File: config.mk
export PLATFORM = sky130hd
export DESIGN_NAME = adc_burst_acc
export DESIGN_NICKNAME = d
export VERILOG_FILES = /design/src/rtl/adc_acc_pkg.sv /design/src/rtl/adc_acc_cfg.sv /design/src/rtl/adc_acc_seq.sv /design/src/rtl/adc_acc_sum.sv /design/src/rtl/adc_acc_fmt.sv /design/src/rtl/adc_burst_acc.sv
export SDC_FILE = /design/constraint.sdc
export NUM_CORES = 1
export LEC_CHECK = 0
export BUFFER_PORTS_ARGS = -buffer_cell sky130_fd_sc_hd__buf_2
export CAP_MARGIN = 0
export CORE_MARGIN = 3
export CORE_UTILIZATION = 60
export DETAILED_ROUTE_END_ITERATION = 7
export GPL_TIMING_DRIVEN = 0
export PLACE_DENSITY_LB_ADDON = 0.2
export SYNTH_ARGS = -nofsm -noshare
export SYNTH_HDL_FRONTEND = slang
export SYNTH_HIERARCHICAL = 1
export SYNTH_SLANG_ARGS = --single-unit
File: constraint.sdc
create_clock -name clk -period 3.7 [get_ports clk]
set_clock_uncertainty 0.1 [all_clocks]
set_input_delay 0.185 -clock clk [delete_from_list [all_inputs] [get_ports clk]]
set_output_delay 0.185 -clock clk [all_outputs]
set_load 0.005 [all_outputs]
File: src/rtl/adc_acc_pkg.sv
package adc_acc_pkg;
   localparam int RPT_LOG = 6;
   localparam int RPT_CNT_W = RPT_LOG + 1;

   typedef struct packed {
      logic       acc_en;
      logic [2:0] fmt;
      logic [2:0] rpt;
   } acc_cfg_t;

   function automatic logic [RPT_CNT_W-1:0] rpt_count(input logic [2:0] code);
      case (code)
         3'd0:    return RPT_CNT_W'(1);
         3'd1:    return RPT_CNT_W'(4);
         3'd2:    return RPT_CNT_W'(8);
         3'd3:    return RPT_CNT_W'(16);
         3'd4:    return RPT_CNT_W'(32);
         default: return RPT_CNT_W'(64);
      endcase
   endfunction
endpackage

File: src/rtl/adc_acc_cfg.sv
module adc_acc_cfg
   import adc_acc_pkg::*;
(
   input  logic       clk,
   input  logic       rst_n,
   input  logic       we_i,
   input  logic [7:0] wdata_i,
   output acc_cfg_t   cfg_o
);
   always_ff @(posedge clk or negedge rst_n) begin
      if (!rst_n) begin
         cfg_o <= '0;
      end else if (we_i) begin
         cfg_o.acc_en <= wdata_i[6];
         cfg_o.fmt    <= wdata_i[5:3];
         cfg_o.rpt    <= wdata_i[2:0];
      end
   end
endmodule

File: src/rtl/adc_acc_seq.sv
module adc_acc_seq
   import adc_acc_pkg::*;
#(
   parameter int CNT_W = RPT_CNT_W
)(
   input  logic       clk,
   input  logic       rst_n,
   input  logic       start_i,
   input  logic       burst_i,
   input  logic [2:0] rpt_i,
   input  logic       smp_valid_i,
   output logic       load_o,
   output logic       take_o,
   output logic       last_o,
   output logic       conv_req_o,
   output logic       done_o,
   output logic       busy_o
);
   logic             busy_q;
   logic [CNT_W-1:0] cnt_q;

   assign load_o     = start_i & ~busy_q;
   assign take_o     = smp_valid_i & busy_q;
   assign last_o     = take_o & (cnt_q == CNT_W'(1));
   assign conv_req_o = load_o | (take_o & ~last_o);
   assign busy_o     = busy_q;

   always_ff @(posedge clk or negedge rst_n) begin
      if (!rst_n) begin
         busy_q <= 1'b0;
         cnt_q  <= '0;
         done_o <= 1'b0;
      end else begin
         done_o <= last_o;
         if (load_o) begin
            busy_q <= 1'b1;
            cnt_q  <= burst_i ? CNT_W'(rpt_count(rpt_i)) : CNT_W'(1);
         end else if (take_o) begin
            cnt_q <= cnt_q - CNT_W'(1);
            if (last_o) busy_q <= 1'b0;
         end
      end
   end
endmodule

File: src/rtl/adc_acc_sum.sv
module adc_acc_sum #(
   parameter int SMP_W = 12,
   parameter int ACC_W = 18
)(
   input  logic             clk,
   input  logic             rst_n,
   input  logic             load_i,
   input  logic             seed_i,
   input  logic             take_i,
   input  logic             last_i,
   input  logic             clr_i,
   input  logic [SMP_W-1:0] smp_i,
   output logic [ACC_W-1:0] res_o
);
   logic [ACC_W-1:0] sum_q;
   logic [ACC_W-1:0] base;
   logic [ACC_W-1:0] nxt;

   assign base = clr_i ? '0 : sum_q;
   assign nxt  = base + ACC_W'(smp_i);

   always_ff @(posedge clk or negedge rst_n) begin
      if (!rst_n) begin
         sum_q <= '0;
         res_o <= '0;
      end else begin
         if (load_i)                sum_q <= (clr_i | ~seed_i) ? '0 : res_o;
         else if (take_i && !last_i) sum_q <= nxt;
         else if (clr_i)            sum_q <= '0;

         if (take_i && last_i) res_o <= nxt;
         else if (clr_i)       res_o <= '0;
      end
   end
endmodule

File: src/rtl/adc_acc_fmt.sv
module adc_acc_fmt #(
   parameter int SMP_W     = 12,
   parameter int ACC_W     = 18,
   parameter int OUT_W     = 16,
   parameter int MAX_SHIFT = 3
)(
   input  logic [ACC_W-1:0] res_i,
   input  logic [2:0]       fmt_i,
   output logic [OUT_W-1:0] out_o
);
   localparam int NSH   = MAX_SHIFT + 1;
   localparam int LJ    = OUT_W - SMP_W;
   localparam int LJ_CODE = NSH;

   logic [ACC_W-1:0]    sh [NSH];
   logic [ACC_W+LJ-1:0] lj;

   for (genvar k = 0; k < NSH; k++) begin : g_shift
      assign sh[k] = res_i >> k;
   end

   if (LJ > 0) begin : g_lj_pad
      assign lj = {res_i, {LJ{1'b0}}};
   end else begin : g_lj_flat
      assign lj = res_i;
   end

   always_comb begin
      if (int'(fmt_i) < NSH)          out_o = sh[fmt_i[$clog2(NSH)-1:0]][OUT_W-1:0];
      else if (int'(fmt_i) == LJ_CODE) out_o = lj[OUT_W-1:0];
      else                             out_o = sh[0][OUT_W-1:0];
   end
endmodule

File: src/rtl/adc_burst_acc.sv
module adc_burst_acc
   import adc_acc_pkg::*;
#(
   parameter int SMP_W = 12,
   parameter int OUT_W = 16
)(
   input  logic             clk,
   input  logic             rst_n,
   input  logic             reg_sel,
   input  logic             reg_we,
   input  logic [OUT_W-1:0] reg_wdata,
   output logic [OUT_W-1:0] reg_rdata,
   input  logic             burst_en,
   input  logic             start,
   output logic             conv_req,
   input  logic             smp_valid,
   input  logic [SMP_W-1:0] smp_data,
   output logic             done
);
   localparam int ACC_W = SMP_W + RPT_LOG;

   if (OUT_W < SMP_W || OUT_W < 8) begin : g_bad_out
      $error("adc_burst_acc: OUT_W must hold a sample and the configuration byte");
   end
   if (ACC_W < OUT_W) begin : g_bad_acc
      $error("adc_burst_acc: accumulator narrower than the read port");
   end

   acc_cfg_t         cfg;
   logic             load_w, take_w, last_w, busy_w;
   logic [ACC_W-1:0] res_w;
   logic [OUT_W-1:0] fmt_w;

   adc_acc_cfg u_cfg (
      .clk(clk), .rst_n(rst_n), .we_i(reg_we & ~reg_sel),
      .wdata_i(reg_wdata[7:0]), .cfg_o(cfg)
   );

   adc_acc_seq u_seq (
      .clk(clk), .rst_n(rst_n), .start_i(start), .burst_i(burst_en),
      .rpt_i(cfg.rpt), .smp_valid_i(smp_valid), .load_o(load_w),
      .take_o(take_w), .last_o(last_w), .conv_req_o(conv_req),
      .done_o(done), .busy_o(busy_w)
   );

   adc_acc_sum #(.SMP_W(SMP_W), .ACC_W(ACC_W)) u_sum (
      .clk(clk), .rst_n(rst_n), .load_i(load_w),
      .seed_i(cfg.acc_en & ~burst_en), .take_i(take_w), .last_i(last_w),
      .clr_i(reg_we & reg_sel), .smp_i(smp_data), .res_o(res_w)
   );

   adc_acc_fmt #(.SMP_W(SMP_W), .ACC_W(ACC_W), .OUT_W(OUT_W)) u_fmt (
      .res_i(res_w), .fmt_i(cfg.fmt), .out_o(fmt_w)
   );

   assign reg_rdata = reg_sel ? fmt_w : OUT_W'({cfg.fmt, cfg.rpt});
endmodule

==> flow_metrics.tcl <==
set metrics [dict create \
    rr_startpoint "u_seq/cnt_q[3]" \
    synth_fa_ha_area_share_pct 5.873 \
    cp.required_ns 3.82 \
    clock-sinks 52 \
    layout_common_cells "dfrtp_1 (52), nand2_1 (48), buf_2 (47)" \
    grt_pass1_wl_um 16010 \
    crit_top_cell "buf_6" \
    ant_nets 0 \
    violations "negative hold slack" \
    vdd_drop_max_mv 0.3051 \
    synth_xor_area_share_pct 3.718 \
    critPathMaxStageDelay_ns 0.47 \
    route.detailed.drc 0 \
    root_buffer "clkbuf_8" \
    cp_data_arrival_time_ns 3.24 \
    place_ws_ns 0.2639 \
    synth_top_family_by_area "compound AO/OA/AOI/OAI gates" \
    rrSetupSlack_ns 0.90 \
    status "complete, but fails checks" \
    final_core_util_pct 69.57 \
    yosysWarnings 6 \
    vias 3548 \
    synth_ff_type "dfrtp_1" \
    drt-pass1-iter-count 7 \
    seq_area_frac_synth_pct 32.49 \
    postSynthAreaPerCell_sq_um 9.402 \
    crit_path_end "u_sum/res_o[15]" \
    area_growth_pct 11.56 \
    worstSetupStartpointType "primary input" \
    wl_per_cell_um 17.64 \
    reg2reg_depth 7 \
    initial_core_util_pct 62.36 \
    post_cts_buffers 0 \
    drt_iter0_drc 322 \
    finalHoldViolCount 1 \
    fp-row-count 29 \
    timing.hold.ws_ns -0.0001350 \
    fp.coreArea_sq_mm 0.006422 \
    r2r_end "u_sum/sum_q[0]" \
    antenna_found_initial 0 \
    cellPowerDensity_mw_per_mm2 521.9 \
    cts_max_level 2 \
    synth_edf_count 0 \
    clk_pin_slew_ns 0.11 \
    path_max_fanout 10 \
    clkLatencyLatePin_ns 0.32 \
    multi_input_area_sq_mm 0.002501 \
    synth_compound_area_share_pct 20.59 \
    drive_above_1_share_pct 20.12 \
    gp_congestion 0.9017 \
    syn-num-nets 476 \
    grt_pass1_vias 3342 \
    track_usage_pct 26.23 \
    num_io_pins 53 \
    rsz0062_at_grt "no" \
    startpoint "reg_sel" \
    hpwl_um 7407 \
    yosys.area_share.simple_pct 19.34 \
    async_flop_share_pct 100.0 \
    seqCellArea_sq_mm 0.001301 \
    clockBufferDepth 2 \
    io_buffer_count 42 \
    max_freq_mhz 320.5 \
    synth_mux_area_share_pct 12.93 \
    setup_ws_ns 0.5797 \
    cts_tree "built" \
    fin_crit_sh_pct 84.33 \
    slew_violations 0 \
    cts.repair.resized 0 \
    cts_buffers 5 \
    die_height_um 87.70 \
    worst_path_max_delay_cell "clkbuf_1" \
    synthCells 426 \
    fin_tns_setup_ns 0 \
    cts-hold-fix-buffers 6 \
    worst_slew_margin_rel_pct 22.03 \
    nFillCells 535 \
    mostFrequentLayoutCell "dfrtp_1" \
    yosysUniqueCellTypes 63 \
    ys_ff_latch 52 \
    crit_path_end_kind "register" \
    wl_um 9860 \
    critical_path_class "primary input to register" \
    fin_crit_ns 3.120 \
    grt-ovfl-total 0 \
    diodes 0 \
    finalSetupViolations 0 \
    path_cells "buf_6 -> buf_6 -> and2_1 -> clkbuf_1 -> nor2b_1 -> ha_1 -> o211ai_1 -> nor3_1 -> o2111ai_2 -> a21oi_2 -> o21ai_1 -> a22o_1" \
    tightest_slew_ns 1.170 \
    die_w_um 87.70 \
    drt-vias-per-instance 6.347 \
    cap_violations 0 \
    netlist_area_sq_mm 0.004005 \
    die-area_sq_mm 0.007691 \
    final_nets 531 \
    hold_path_class "primary input to async pin" \
    p_leak_nw 1.949 \
    grt_max_degree 53 \
]
## through the flow
| stage | hold WS (ns) | total power, mW | std cells | cell area [sq um] |
|---|---|---|---|---|
| after global routing | 0.002928 | 2.496 | 559 | 4468 |
| after global placement | 0.3155 | 1.934 | 545 | 4312 |
| after CTS | 0.0002399 | 2.329 | 559 | 4468 |
| after floorplan | -0.2106 | 1.686 | 426 | 4005 |
| final | -0.0001350 | 2.332 | 559 | 4468 |
| after detailed placement | 0.3222 | 1.974 | 545 | 4312 |
## area by class of cell
class	instances	area share, %
inverter	13	1.092
tap	77	2.156
clock buffer	5	1.540
sequential	52	29.12
clock inverter	3	0.6161
buffer	23	3.444
multi-input combinational	338	55.98
timing repair buffer	48	6.049
## cell families after synthesis
logic type | Yosys count
AND/OR/NAND/NOR | 147
AO/OA/AOI/OAI | 110
flip-flops | 52
multiplexers | 45
buffers and inverters | 36
adder cells (fa/ha/maj) | 19
XOR/XNOR | 17
## routing by layer
| layer | part of all wire, % | GRT usage (%) | vias up |
|---|---|---|---|
| li1 | - | - | 1687 |
| met1 | 46 | 36.96 | 1681 |
| met2 | 46 | 42.26 | 158 |
| met3 | 6.6 | 4.610 | 22 |
| met4 | 1.4 | 6.137 | 0 |
| met5 | 0 | 0 | - |
## critical path: cells and delay by family
kind	cells	cell delay [ns]
AOI/OAI and AO/OA	5	1.01
adders and majority gates	1	0.39
buffers and inverters	3	0.73
and+or+nand+nor	3	0.89
## Yosys cell counts (2+ instances only)
library cell	count	area, sq um
buf_6	6	67.56
nor3_1	3	15.01
or2_2	3	18.77
nand2_1	48	180.2
a22oi_1	2	15.01
maj3_1	4	40.04
buf_2	5	25.02
inv_1	12	45.04
a222oi_1	10	100.1
o221ai_1	4	35.03
o311ai_0	3	26.28
nor2b_1	23	143.9
a221oi_1	4	35.03
a32oi_1	3	26.28
ha_1	14	175.2
nand4b_1	2	17.52
xnor2_1	12	105.1
a211oi_2	2	25.02
mux2_4	13	195.2
or4_1	3	22.52
o21ai_0	31	155.2
and3_1	2	12.51
mux2i_1	30	300.3
nand2b_1	4	25.02
xor2_1	5	43.79
o32ai_1	2	17.52
a21oi_2	4	35.03
nand4_1	4	25.02
a22o_1	2	17.52
nor2_1	15	56.30
and2_1	15	93.84
nand3_1	19	95.09
a311o_1	2	20.02
dfrtp_1	52	1301
a21oi_1	15	75.07
a31oi_1	2	12.51
mux2_2	2	22.52
o211ai_1	7	52.55
o21ai_1	3	15.01
clkbuf_1	10	37.54
a21o_1	2	15.01
## where the power goes
group / switching (mW) / internal [mW] / leakage [nW]
Sequential: 0.127 / 0.709 / 0.675
Combinational: 0.626 / 0.521 / 1.23
Clock: 0.209 / 0.139 / 0.0463
## flip-flops by register name (all words and copies together) (netlist names)
| name | count |
|---|---|
| u_sum/res_o | 18 |
| u_sum/sum_q | 18 |
| u_cfg/cfg_o | 7 |
| u_seq/cnt_q | 7 |
| u_seq/busy_o | 1 |
| u_seq/done_o | 1 |
## how the worst min path moves through the flow
stage	endpoint	start	depth (start not counted)	slack, ns
after floorplan	u_cfg/cfg_o[0]	rst_n	0	-0.21
after global placement	u_cfg/cfg_o[2]	reg_wdata[2]	2	0.32
after detailed placement	u_cfg/cfg_o[4]	reg_wdata[4]	2	0.32
after CTS	u_cfg/cfg_o[2]	reg_wdata[2]	2	0.0002
after global routing	u_cfg/cfg_o[2]	reg_wdata[2]	2	0.003
final	u_sum/sum_q[7]	rst_n	1	-0.0001
Note: power is estimated with default switching activity, not from simulation.
